[src/rtl/sdma_pkg.sv]
package sdma_pkg;
  typedef enum logic [2:0] {
    WK_IDLE, WK_RD_NEXT, WK_RD_CTRL, WK_MOVE, WK_WR_STAT
  } walk_st_e;

  localparam int RG_CTRL = 0;
  localparam int RG_STAT = 1;
  localparam int RG_CUR  = 2;
  localparam int RG_TAIL = 4;

  localparam int CB_RUN  = 0;
  localparam int CB_RST  = 2;
  localparam int IRQ_LO  = 12;
  localparam int IRQ_N   = 3;

  // descriptor word indices
  localparam int DW_NEXT = 0;
  localparam int DW_CTRL = 6;
  localparam int DW_STAT = 7;
endpackage

[src/rtl/sdma_mover_model.sv]
module sdma_mover_model #(
  parameter int XFER_LAT = 8
) (
  input  logic clk_i,
  input  logic rst_ni,
  input  logic clr_i,
  input  logic start_i,
  output logic done_o
);
  localparam int CW = $clog2(XFER_LAT + 1);
  logic [CW-1:0] cnt_q;

  always_ff @(posedge clk_i or negedge rst_ni) begin
    if (!rst_ni)                 cnt_q <= '0;
    else if (clr_i)              cnt_q <= '0;
    else if (start_i)            cnt_q <= CW'(XFER_LAT);
    else if (cnt_q != '0)        cnt_q <= cnt_q - 1'b1;
  end

  assign done_o = (cnt_q == CW'(1));
endmodule

[src/rtl/sdma_walker.sv]
module sdma_walker
  import sdma_pkg::*;
#(
  parameter int AW    = 32,
  parameter int LEN_W = 26
) (
  input  logic          clk_i,
  input  logic          rst_ni,
  input  logic          clr_i,
  input  logic          run_i,
  input  logic          kick_i,
  input  logic [AW-1:0] cur_i,
  input  logic [AW-1:0] tail_i,
  output logic          busy_o,
  output logic          cplt_o,
  output logic [AW-1:0] cur_nxt_o,
  output logic          mv_start_o,
  input  logic          mv_done_i,
  output logic          mem_req_o,
  output logic          mem_we_o,
  output logic [AW-1:0] mem_addr_o,
  output logic [31:0]   mem_wdata_o,
  input  logic          mem_ack_i,
  input  logic [31:0]   mem_rdata_i
);
  localparam logic [AW-1:0] OFS_NEXT = AW'(DW_NEXT * 4);
  localparam logic [AW-1:0] OFS_CTRL = AW'(DW_CTRL * 4);
  localparam logic [AW-1:0] OFS_STAT = AW'(DW_STAT * 4);

  walk_st_e         st_q;
  logic             go_q;
  logic [AW-1:0]    desc_q, next_q;
  logic [LEN_W-1:0] len_q;
  logic             last_c;

  assign last_c = (desc_q == tail_i) || !run_i;

  always_ff @(posedge clk_i or negedge rst_ni) begin
    if (!rst_ni) begin
      st_q <= WK_IDLE; go_q <= 1'b0;
      desc_q <= '0; next_q <= '0; len_q <= '0;
    end else if (clr_i) begin
      st_q <= WK_IDLE; go_q <= 1'b0;
    end else begin
      if (kick_i) go_q <= 1'b1;
      unique case (st_q)
        WK_IDLE: if (go_q && run_i) begin
          desc_q <= cur_i;
          st_q   <= WK_RD_NEXT;
        end
        WK_RD_NEXT: if (mem_ack_i) begin
          next_q <= mem_rdata_i[AW-1:0];
          st_q   <= WK_RD_CTRL;
        end
        WK_RD_CTRL: if (mem_ack_i) begin
          len_q <= mem_rdata_i[LEN_W-1:0];
          st_q  <= WK_MOVE;
        end
        WK_MOVE: if (mv_done_i) st_q <= WK_WR_STAT;
        WK_WR_STAT: if (mem_ack_i) begin
          if (last_c) begin
            st_q <= WK_IDLE;
            if (!kick_i) go_q <= 1'b0;
          end else begin
            desc_q <= next_q;
            st_q   <= WK_RD_NEXT;
          end
        end
        default: st_q <= WK_IDLE;
      endcase
    end
  end

  always_comb begin
    mem_addr_o = desc_q + OFS_NEXT;
    if (st_q == WK_RD_CTRL) mem_addr_o = desc_q + OFS_CTRL;
    if (st_q == WK_WR_STAT) mem_addr_o = desc_q + OFS_STAT;
  end

  assign mem_req_o   = (st_q == WK_RD_NEXT) || (st_q == WK_RD_CTRL) || (st_q == WK_WR_STAT);
  assign mem_we_o    = (st_q == WK_WR_STAT);
  assign mem_wdata_o = {1'b1, {(31 - LEN_W){1'b0}}, len_q};
  assign mv_start_o  = (st_q == WK_RD_CTRL) && mem_ack_i && !clr_i;
  assign busy_o      = (st_q != WK_IDLE);
  assign cplt_o      = (st_q == WK_WR_STAT) && mem_ack_i && !clr_i;
  assign cur_nxt_o   = next_q;

  logic unused_rd;
  assign unused_rd = ^mem_rdata_i[31:LEN_W];
endmodule

[src/rtl/sdma_regs.sv]
module sdma_regs
  import sdma_pkg::*;
#(
  parameter int AW         = 32,
  parameter int REG_AW     = 3,
  parameter int RST_CYCLES = 4
) (
  input  logic              clk_i,
  input  logic              rst_ni,
  input  logic              reg_wr_i,
  input  logic [REG_AW-1:0] reg_addr_i,
  input  logic [31:0]       reg_wdata_i,
  output logic [31:0]       reg_rdata_o,
  input  logic              busy_i,
  input  logic              cplt_i,
  input  logic [AW-1:0]     cur_nxt_i,
  output logic              run_o,
  output logic              kick_o,
  output logic              clr_o,
  output logic [AW-1:0]     cur_o,
  output logic [AW-1:0]     tail_o,
  output logic              halted_o,
  output logic [IRQ_N-1:0]  flag_o,
  output logic [IRQ_N-1:0]  ien_o
);
  localparam int RCW = $clog2(RST_CYCLES + 1);

  logic             run_q;
  logic [IRQ_N-1:0] ien_q, flag_q;
  logic [AW-1:0]    cur_q, tail_q;
  logic [RCW-1:0]   rcnt_q;
  logic             rst_act, wr_ok, srst_req;

  assign rst_act  = (rcnt_q != '0);
  assign wr_ok    = reg_wr_i && !rst_act;
  assign srst_req = wr_ok && (reg_addr_i == REG_AW'(RG_CTRL)) && reg_wdata_i[CB_RST];
  assign halted_o = rst_act || (!run_q && !busy_i);
  assign kick_o   = wr_ok && (reg_addr_i == REG_AW'(RG_TAIL)) && run_q;
  assign clr_o    = srst_req || rst_act;

  always_ff @(posedge clk_i or negedge rst_ni) begin
    if (!rst_ni) begin
      run_q <= 1'b0; ien_q <= '0; flag_q <= '0;
      cur_q <= '0; tail_q <= '0; rcnt_q <= '0;
    end else if (srst_req) begin
      run_q <= 1'b0; ien_q <= '0; flag_q <= '0;
      cur_q <= '0; tail_q <= '0; rcnt_q <= RCW'(RST_CYCLES);
    end else begin
      if (rst_act) rcnt_q <= rcnt_q - 1'b1;
      if (wr_ok && reg_addr_i == REG_AW'(RG_CTRL)) begin
        run_q <= reg_wdata_i[CB_RUN];
        ien_q <= reg_wdata_i[IRQ_LO +: IRQ_N];
      end
      if (wr_ok && reg_addr_i == REG_AW'(RG_TAIL)) tail_q <= reg_wdata_i[AW-1:0];
      if (cplt_i) cur_q <= cur_nxt_i;
      else if (wr_ok && reg_addr_i == REG_AW'(RG_CUR) && halted_o) cur_q <= reg_wdata_i[AW-1:0];
      // set wins over a clear in the same cycle
      for (int i = 0; i < IRQ_N; i++) begin
        if (i == 0 && cplt_i)
          flag_q[i] <= 1'b1;
        else if (wr_ok && reg_addr_i == REG_AW'(RG_STAT) && reg_wdata_i[IRQ_LO + i])
          flag_q[i] <= 1'b0;
      end
    end
  end

  always_comb begin
    reg_rdata_o = '0;
    unique case (reg_addr_i)
      REG_AW'(RG_CTRL): begin
        reg_rdata_o[CB_RUN] = run_q;
        reg_rdata_o[CB_RST] = rst_act;
        reg_rdata_o[IRQ_LO +: IRQ_N] = ien_q;
      end
      REG_AW'(RG_STAT): begin
        reg_rdata_o[0] = halted_o;
        reg_rdata_o[IRQ_LO +: IRQ_N] = flag_q;
      end
      REG_AW'(RG_CUR):  reg_rdata_o[AW-1:0] = cur_q;
      REG_AW'(RG_TAIL): reg_rdata_o[AW-1:0] = tail_q;
      default: reg_rdata_o = '0;
    endcase
  end

  assign run_o  = run_q;
  assign cur_o  = cur_q;
  assign tail_o = tail_q;
  assign flag_o = flag_q;
  assign ien_o  = ien_q;
endmodule

[src/rtl/sdma_chan.sv]
module sdma_chan
  import sdma_pkg::*;
#(
  parameter int AW         = 32,
  parameter int REG_AW     = 3,
  parameter int LEN_W      = 26,
  parameter int XFER_LAT   = 8,
  parameter int RST_CYCLES = 4
) (
  input  logic              clk_i,
  input  logic              rst_ni,
  input  logic              reg_wr_i,
  input  logic [REG_AW-1:0] reg_addr_i,
  input  logic [31:0]       reg_wdata_i,
  output logic [31:0]       reg_rdata_o,
  output logic              mem_req_o,
  output logic              mem_we_o,
  output logic [AW-1:0]     mem_addr_o,
  output logic [31:0]       mem_wdata_o,
  input  logic              mem_ack_i,
  input  logic [31:0]       mem_rdata_i,
  output logic              irq_o
);
  logic             run, kick, clr, busy, cplt, halted, mv_start, mv_done;
  logic [AW-1:0]    cur, tail, cur_nxt;
  logic [IRQ_N-1:0] flag, ien;

  sdma_regs #(.AW(AW), .REG_AW(REG_AW), .RST_CYCLES(RST_CYCLES)) u_regs (
    .clk_i, .rst_ni, .reg_wr_i, .reg_addr_i, .reg_wdata_i, .reg_rdata_o,
    .busy_i(busy), .cplt_i(cplt), .cur_nxt_i(cur_nxt),
    .run_o(run), .kick_o(kick), .clr_o(clr), .cur_o(cur), .tail_o(tail),
    .halted_o(halted), .flag_o(flag), .ien_o(ien)
  );

  sdma_walker #(.AW(AW), .LEN_W(LEN_W)) u_walk (
    .clk_i, .rst_ni, .clr_i(clr), .run_i(run), .kick_i(kick),
    .cur_i(cur), .tail_i(tail), .busy_o(busy), .cplt_o(cplt),
    .cur_nxt_o(cur_nxt), .mv_start_o(mv_start), .mv_done_i(mv_done),
    .mem_req_o, .mem_we_o, .mem_addr_o, .mem_wdata_o, .mem_ack_i, .mem_rdata_i
  );

  sdma_mover_model #(.XFER_LAT(XFER_LAT)) u_mover (
    .clk_i, .rst_ni, .clr_i(clr), .start_i(mv_start), .done_o(mv_done)
  );

  assign irq_o = |(flag & ien);
endmodule

[config.mk]
export PLATFORM = sky130hd
export DESIGN_NAME = sdma_chan
export DESIGN_NICKNAME = d
export VERILOG_FILES = /design/src/rtl/sdma_pkg.sv /design/src/rtl/sdma_mover_model.sv /design/src/rtl/sdma_walker.sv /design/src/rtl/sdma_regs.sv /design/src/rtl/sdma_chan.sv
export SDC_FILE = /design/constraint.sdc
export NUM_CORES = 1
export LEC_CHECK = 0
export BUFFER_PORTS_ARGS = -buffer_cell sky130_fd_sc_hd__buf_2
export CAP_MARGIN = 15
export CORE_MARGIN = 1
export CORE_UTILIZATION = 35
export DETAILED_ROUTE_END_ITERATION = 6
export HOLD_SLACK_MARGIN = 0.02
export PLACE_DENSITY = 0.61
export SLEW_MARGIN = 10
export SYNTH_ARGS = -nofsm -noshare
export SYNTH_HDL_FRONTEND = slang
export SYNTH_SLANG_ARGS = --single-unit
[constraint.sdc]
create_clock -name clk_i -period 2 [get_ports clk_i]
set_clock_uncertainty 0.2 [all_clocks]
set_input_delay 0.1 -clock clk_i [delete_from_list [all_inputs] [get_ports clk_i]]
set_output_delay 0.1 -clock clk_i [all_outputs]
set_load 0.01 [all_outputs]
==> flow_metrics.env, run 1 <==
export IMPL_worstSetupStartpointType="flip-flop"
export IMPL_synthTopCellsByArea="dfrtp_1 (46%), mux2_2 (7.0%), nand2_1 (5.8%), xor2_1 (4.1%), mux2i_1 (4.1%)"
export IMPL_fp_dieW_um=165
export IMPL_grt_overflow=0
export IMPL_routedWlPerCell_um=23.6
export IMPL_hold_viol=0
export IMPL_r2r_cells=9
export IMPL_syn2layout_area_growth_pct=65.7
export IMPL_clock_sinks=170
export IMPL_nNetsFinal=1401
export IMPL_ys_ff_latch=170
export IMPL_synth_top_family_by_area="compound AO/OA/AOI/OAI gates"
export IMPL_setup_slack_ns=-0.801
export IMPL_synth_warnings=0
export IMPL_ys_flop_type="dfrtp_1"
export IMPL_drc_errors=0
export IMPL_slew_violations=0
export IMPL_yosys_area_top_type="dfrtp_1"
export IMPL_synth_cells=899
export IMPL_insertion_delay_ns=0.45
export IMPL_regArea_um2=4260
export IMPL_worstPathArrival_ns=2.50
export IMPL_num_vias=9418
export IMPL_start_util_pct=35.8
export IMPL_io_buffers=163
export IMPL_reg2reg_to="u_walk.desc_q[24]"
export IMPL_p_leak_uw=0.00729
export IMPL_endpoint_kind="output port"
export IMPL_antenna_left=0
export IMPL_dp_hpwl_mm=23.4
export IMPL_rows=59
export IMPL_status="complete, but fails checks"
export IMPL_syn_area_per_cell_um2=10.4
export IMPL_yosys_area_share_adder_pct=0.939
export IMPL_root_buffer="clkbuf_16"
export IMPL_synthXorXnorAreaFrac_pct=5.82
export IMPL_synth_top_area_share_pct=45.6
export IMPL_drt_initial_drc_count=883
export IMPL_power_density_nw_per_um2=799
export IMPL_antenna_found_initial=0
export IMPL_vdd_drop_max_v=0.000719
export IMPL_critPathMaxFanout=5
export IMPL_maxCapViolCount=0
export IMPL_setup_viol=163
export IMPL_die_h_um=165
export IMPL_crit_chain="inv_2, ha_4, or3b_4, a21oi_4, nand3_4, nor3_4, xor2_2, buf_2"
export IMPL_critical_path_required_ns=1.70
export IMPL_layout_drive_gt1_share_pct=51.0
export IMPL_critPathKind="flip-flop to output port"
export IMPL_cpMaxStageDelayCell="dfrtp_1"
export IMPL_cts_buffer_depth=2
export IMPL_cp_endpoint="mem_addr_o[25]"
export IMPL_r2r_slack_ns=-0.38
export IMPL_critPathLaunch="u_walk.desc_q[3]"
export IMPL_async_flop_share_pct=100
export IMPL_synth_cell_types=65
export IMPL_rsz0062_at_grt="true"
export IMPL_core_area_um2=26100
export IMPL_numCtsBuffers=17
export IMPL_synthMuxAreaShare_pct=11.1
export IMPL_dp_cells=1496
export IMPL_ys_seq_area_share_pct=45.6
export IMPL_pre_cts_ws_ns=-0.326
export IMPL_fmaxAchievable_mhz=357
export IMPL_synth_edf_count=0
export IMPL_first_pass_iters=6
export IMPL_htree_levels=4
export IMPL_final_cells=1671
export IMPL_slew_headroom_pct=58.0
export IMPL_grt_pass1_vias=9040
export IMPL_fp_dieArea_um2=27300
export IMPL_hold_path_class="primary input to flip-flop"
export IMPL_hp_start="reg_addr_i[0]"
export IMPL_multi_input_area_um2=5990
export IMPL_cts_tree="done"
export IMPL_synth_compound_gate_area_share_pct=16.9
export IMPL_reg2reg_from="u_walk.desc_q[14]"
export IMPL_worst_slew_pin_slew_ns=0.628
export IMPL_syn_cell_area_um2=9320
export IMPL_synthSimpleGateAreaFrac_pct=14.6
export IMPL_io_pins=170
export IMPL_fillers=2011
export IMPL_gr_usage_all_layers_pct=27.3
export IMPL_cpPeakStageDelay_ns=0.39
export IMPL_tns_ns=-49.28
export IMPL_violations="negative setup slack"
export IMPL_n_antenna_cell=0
export IMPL_fin_crit_ns=2.80
export IMPL_clkTransAtPathRegs_ns=0.09
export IMPL_grt_max_degree=50
export IMPL_gp_congestion=0.933
export IMPL_grt_pass1_wl_mm=54.5
export IMPL_wirelength_mm=39.4
export IMPL_drt_vias_per_instance=5.64
export IMPL_final_period_utilization_pct=140
worst min path at each step:
stage / slack, ns / cells past startpoint / endpoint
after floorplan: -0.40 / 0 / u_mover.cnt_q[0]
after CTS: 0.03 / 4 / u_regs.ien_o[1]
after global placement: -0.11 / 1 / u_walk.cur_nxt_o[29]
final: 0.04 / 4 / u_regs.ien_o[1]
after global routing: 0.09 / 4 / u_regs.ien_o[1]
after detailed placement: -0.12 / 1 / u_regs.tail_o[1]
registers in the layout (all words and copies together) (netlist names):
signal,cells
u_regs.rcnt_q,3
u_walk.cur_nxt_o,32
u_walk.desc_q,32
u_walk.st_q,3
u_regs.cur_o,32
u_walk.go_q,1
u_regs.flag_o,1
u_regs.tail_o,32
u_mover.cnt_q,4
u_regs.run_o,1
u_walk.len_q,26
u_regs.ien_o,3
cell usage in the layout (no fill, tap or decap), drive strengths merged, types with 18 or more instances in the layout:
cell type / count
xnor2: 18
o2111ai: 32
nand2: 145
dlygate4sd3: 68
inv: 20
mux2: 58
clkbuf: 23
xor2: 44
nand3: 20
o211ai: 29
dfrtp: 170
o2bb2ai: 32
a21oi: 54
a22o: 27
mux2i: 38
nor2: 30
buf: 401
cells by family after synthesis:
family	Yosys count
flops	170
simple gates	262
fa+ha+maj	7
xor+xnor	62
compound gates	210
mux	96
other cells	2
buf+inv	90
report_power, final:
group,switching (µW),total [µW],internal [µW],leakage [µW]
Sequential,616,4650,4040,0.00232
Combinational,2030,4180,2150,0.00467
Clock,1790,3500,1710,0.000297
critical path: cells and delay by family, from the launching register on:
kind / cells / cell delay [ns]
flip-flops: 1 / 0.39
XOR/XNOR: 1 / 0.20
AND/OR/NAND/NOR: 3 / 0.85
AO/OA/AOI/OAI: 1 / 0.21
adder cells (fa/ha/maj): 1 / 0.16
buffers and inverters: 2 / 0.25
Yosys cell counts (2+ instances only):
master and n:
or3_1 2, xor2_1 44, buf_4 16, nor2_4 2, nor4_1 5, buf_1 3
nand3_2 2, o2111ai_1 32, a211o_1 2, nor4_4 3, nand2_1 144, a21oi_1 53
mux2i_1 38, xnor2_1 18, buf_6 6, nand4_1 7, nor4_2 6, clkbuf_1 34
nand3b_1 3, nand2b_1 7, o211ai_1 29, nor3_2 3, mux2_2 58, inv_1 12
o311ai_1 2, a31oi_1 3, buf_2 18, ha_1 7, nor2_1 27, nor2b_1 6
o22ai_1 3, o21ai_0 12, and4_1 3, a211oi_1 3, conb_1 2, nor3_1 7
dfrtp_1 170, nand3_1 18, o311ai_2 3, o2bb2ai_1 32, a22o_1 27, and3_1 4
final cells by class:
cell class | count | area share (%)
Clock inverter | 15 | 1.22
Multi-Input combinational cell | 646 | 38.8
Clock buffer | 17 | 2.75
Tap cell | 335 | 2.71
Inverter | 13 | 0.389
Sequential cell | 170 | 27.5
Timing Repair Buffer | 475 | 26.6
timing repair:
action                     CTS  global route
gates resized for setup    181           111
hold buffers                68             0
cloned                      13             8
setup endpoints to repair  190           195
hold endpoints to repair   300             0
pin swaps                   61            58
setup buffers               37            23
metal layers:
layer | GRT usage [%] | wire length, µm | vias up
met5 | 0 | 0 | -
met4 | 11.5 | 1540 | 0
met3 | 6.14 | 3710 | 109
met2 | 42.1 | 18200 | 551
met1 | 36.8 | 16000 | 4659
li1 | - | - | 4099
per-stage QoR:
step	hold slack (ns)	total power (µW)	area, µm²	util, %
after floorplan	-0.396	6100	9620	-
after global placement	-0.110	7550	11900	45.5
after detailed placement	-0.119	7590	11900	45.5
after CTS	0.0255	11600	14600	56.0
after global routing	0.0938	12800	15500	59.3
final	0.0390	12300	15500	59.3
No activity file was read; power rests on OpenSTA's default activity.
==> run 2, diff against run 1 <==
--- a/config.mk
+++ b/config.mk
@@ -8,10 +8,10 @@
 export BUFFER_PORTS_ARGS = -buffer_cell sky130_fd_sc_hd__buf_2
 export CAP_MARGIN = 15
 export CORE_MARGIN = 1
-export CORE_UTILIZATION = 35
+export CORE_UTILIZATION = 44
 export DETAILED_ROUTE_END_ITERATION = 6
 export HOLD_SLACK_MARGIN = 0.02
-export PLACE_DENSITY = 0.61
+export PLACE_DENSITY = 0.73
 export SLEW_MARGIN = 10
 export SYNTH_ARGS = -nofsm -noshare
 export SYNTH_HDL_FRONTEND = slang
==> run 2 against run 1 <==
  * Sequential power grew 2%
  * Register-to-register slack lost 0.68 ns
  * Hold slack gained 0.059 ns
  * The flow still finishes with violations (negative setup slack)
  * Sequential share of layout area grew 0.37 points
  * Largest cell class unchanged
  * Combinational power shrank 6.0%
  * Die area shrank 20%
==> flow_metrics.env, run 2 (synthesis gave the netlist of run 1 again) <==
export IMPL_setup_viol=164
export IMPL_reg2reg_from="u_walk.desc_q[15]"
export IMPL_reg2reg_to="u_walk.go_q"
export IMPL_htree_levels=4
export IMPL_start_util_pct=45.5
export IMPL_violations="negative setup slack"
export IMPL_fin_crit_ns=3.06
export IMPL_critPathKind="flip-flop to flip-flop"
export IMPL_final_period_utilization_pct=153
export IMPL_antenna_left=0
export IMPL_min_to="u_regs.tail_o[29]"
export IMPL_r2r_cells=9
export IMPL_maxCapViolCount=0
export IMPL_num_vias=10500
export IMPL_rows=52
export IMPL_critPathMaxFanout=6
export IMPL_io_pins=170
export IMPL_worstSetupStartpointType="flip-flop"
export IMPL_fp_dieW_um=148
export IMPL_slew_violations=0
export IMPL_grt_pass1_vias=10000
export IMPL_layout_drive_gt1_share_pct=49.0
export IMPL_rsz0062_at_grt="true"
export IMPL_dp_hpwl_mm=22.7
export IMPL_fp_dieArea_um2=21800
export IMPL_r2r_slack_ns=-1.06
export IMPL_p_total_uw=12000
export IMPL_die_h_um=148
export IMPL_fmaxAchievable_mhz=327
export IMPL_routedWlPerCell_um=28.5
export IMPL_hold_path_class="primary input to flip-flop"
export IMPL_drt_initial_drc_count=1521
export IMPL_insertion_delay_ns=0.46
export IMPL_gr_usage_all_layers_pct=34.6
export IMPL_drc_errors=0
export IMPL_gp_congestion=0.953
export IMPL_clock_sinks=170
export IMPL_p_leak_uw=0.00718
export IMPL_timing_critical_path_mode_cell="buf_4"
export IMPL_cpPeakStageDelay_ns=0.62
export IMPL_syn2layout_area_growth_pct=63.6
export IMPL_final_cell_mix="dfrtp_1 (167), buf_2 (159), buf_4 (148), nand2_1 (129), dlygate4sd3_1 (69)"
export IMPL_n_antenna_cell=0
export IMPL_setup_slack_ns=-1.06
export IMPL_hp_start="reg_wr_i"
export IMPL_grt_max_degree=55
export IMPL_endpoint_kind="flip-flop"
export IMPL_first_pass_iters=6
export IMPL_numCtsBuffers=17
export IMPL_antenna_found_initial=0
export IMPL_hold_slack_ns=0.0979
export IMPL_grt_pass1_wl_mm=56.8
export IMPL_crit_chain="buf_4, xor2_1, nor4_2, buf_4, nand4_4, buf_6, buf_12, o211ai_1, a21oi_1"
export IMPL_drt_vias_per_instance=6.60
export IMPL_vdd_drop_max_v=0.000665
export IMPL_worstPathArrival_ns=3.11
export IMPL_core_area_um2=20500
export IMPL_hold_viol=0
export IMPL_cts_tree="done"
export IMPL_critical_path_required_ns=2.05
export IMPL_cts_buffer_depth=2
export IMPL_cpMaxStageDelayCell="nor4_2"
export IMPL_worst_slew_pin_slew_ns=0.766
export IMPL_root_buffer="clkbuf_16"
export IMPL_wirelength_mm=45.6
export IMPL_io_buffers=163
export IMPL_slew_headroom_pct=48.5
export IMPL_grt_overflow=0
export IMPL_mostFrequentLayoutCell="dfrtp_1"
export IMPL_clkTransAtPathRegs_ns=0.07
export IMPL_power_density_nw_per_um2=787
export IMPL_nNetsFinal=1393
export IMPL_status="complete, but fails checks"
export IMPL_holdPathStages=5
## run 2: cell count changes in the layout (fill, tap and decap cells not counted), sizes merged, moves of 2 or more
cell	delta
buf	-8
clkinv	-2
clkbuf	+4
o21a	-3
## run 2: worst max-delay path: cells and delay by family (launching register included)
kind | cells | cell delay (ns)
XOR/XNOR | 1 | 0.22
AO/OA/AOI/OAI | 2 | 0.59
AND/OR/NAND/NOR | 2 | 0.73
buffers and inverters | 4 | 0.71
flip-flops | 1 | 0.41
## run 2: cell type report
cell class	count	area [µm²]
well taps	270	338
inverters	13	61.3
repair buffers	470	4180
clock inverters	13	129
flip-flops and latches	170	4260
clock buffers	19	433
fillers	1161	5250
multi-input cells	643	5850
## run 2: what timing repair did
action | CTS | global route
hold endpoints to repair | 299 | 3
cloned | 8 | 8
gates resized for setup | 140 | 152
buffers inserted | 33 | 33
pin swaps | 48 | 60
endpoints found under the setup margin | 158 | 196
hold buffers | 68 | 1
## run 2: power by group
group          total (µW)  switching (µW)  internal (µW)
clock network        3340            1600           1750
logic                3930            2150           1780
registers            4720             680           4040
## run 2: routing by layer
metal | share of wire [%] | global-route usage (%)
met1 | 35 | 43.9
met2 | 45 | 55.0
met3 | 12 | 8.24
met4 | 7.3 | 18.2
met5 | 0 | 0
## run 2: worst max path at each step
| stage | cells after the start | endpoint | start |
|---|---|---|---|
| 5_1_grt | 9 | u_walk.go_q | u_walk.desc_q[15] |
| 3_3_place_gp | 9 | mem_addr_o[30] | u_walk.desc_q[3] |
| 2_1_floorplan | 7 | mem_addr_o[29] | u_walk.desc_q[3] |
| 3_5_place_dp | 9 | mem_addr_o[27] | u_walk.desc_q[3] |
| 4_1_cts | 9 | mem_addr_o[29] | u_walk.desc_q[3] |
| 6_report | 9 | u_walk.go_q | u_walk.desc_q[15] |
## run 2: stage by stage
step           TNS (ns)  cell area, µm²  instances  util (%)  worst slack, ns
6_report         -85.28           15200       1598      74.4            -1.06
5_1_grt          -89.94           15200       1598      74.4            -1.00
4_1_cts          -43.62           14200       1568      69.2           -0.668
3_5_place_dp     -19.78           11800       1429      57.6           -0.345
3_3_place_gp     -20.11           11800       1429      57.6           -0.259
2_1_floorplan     -2.97            9620        903         -          -0.0963
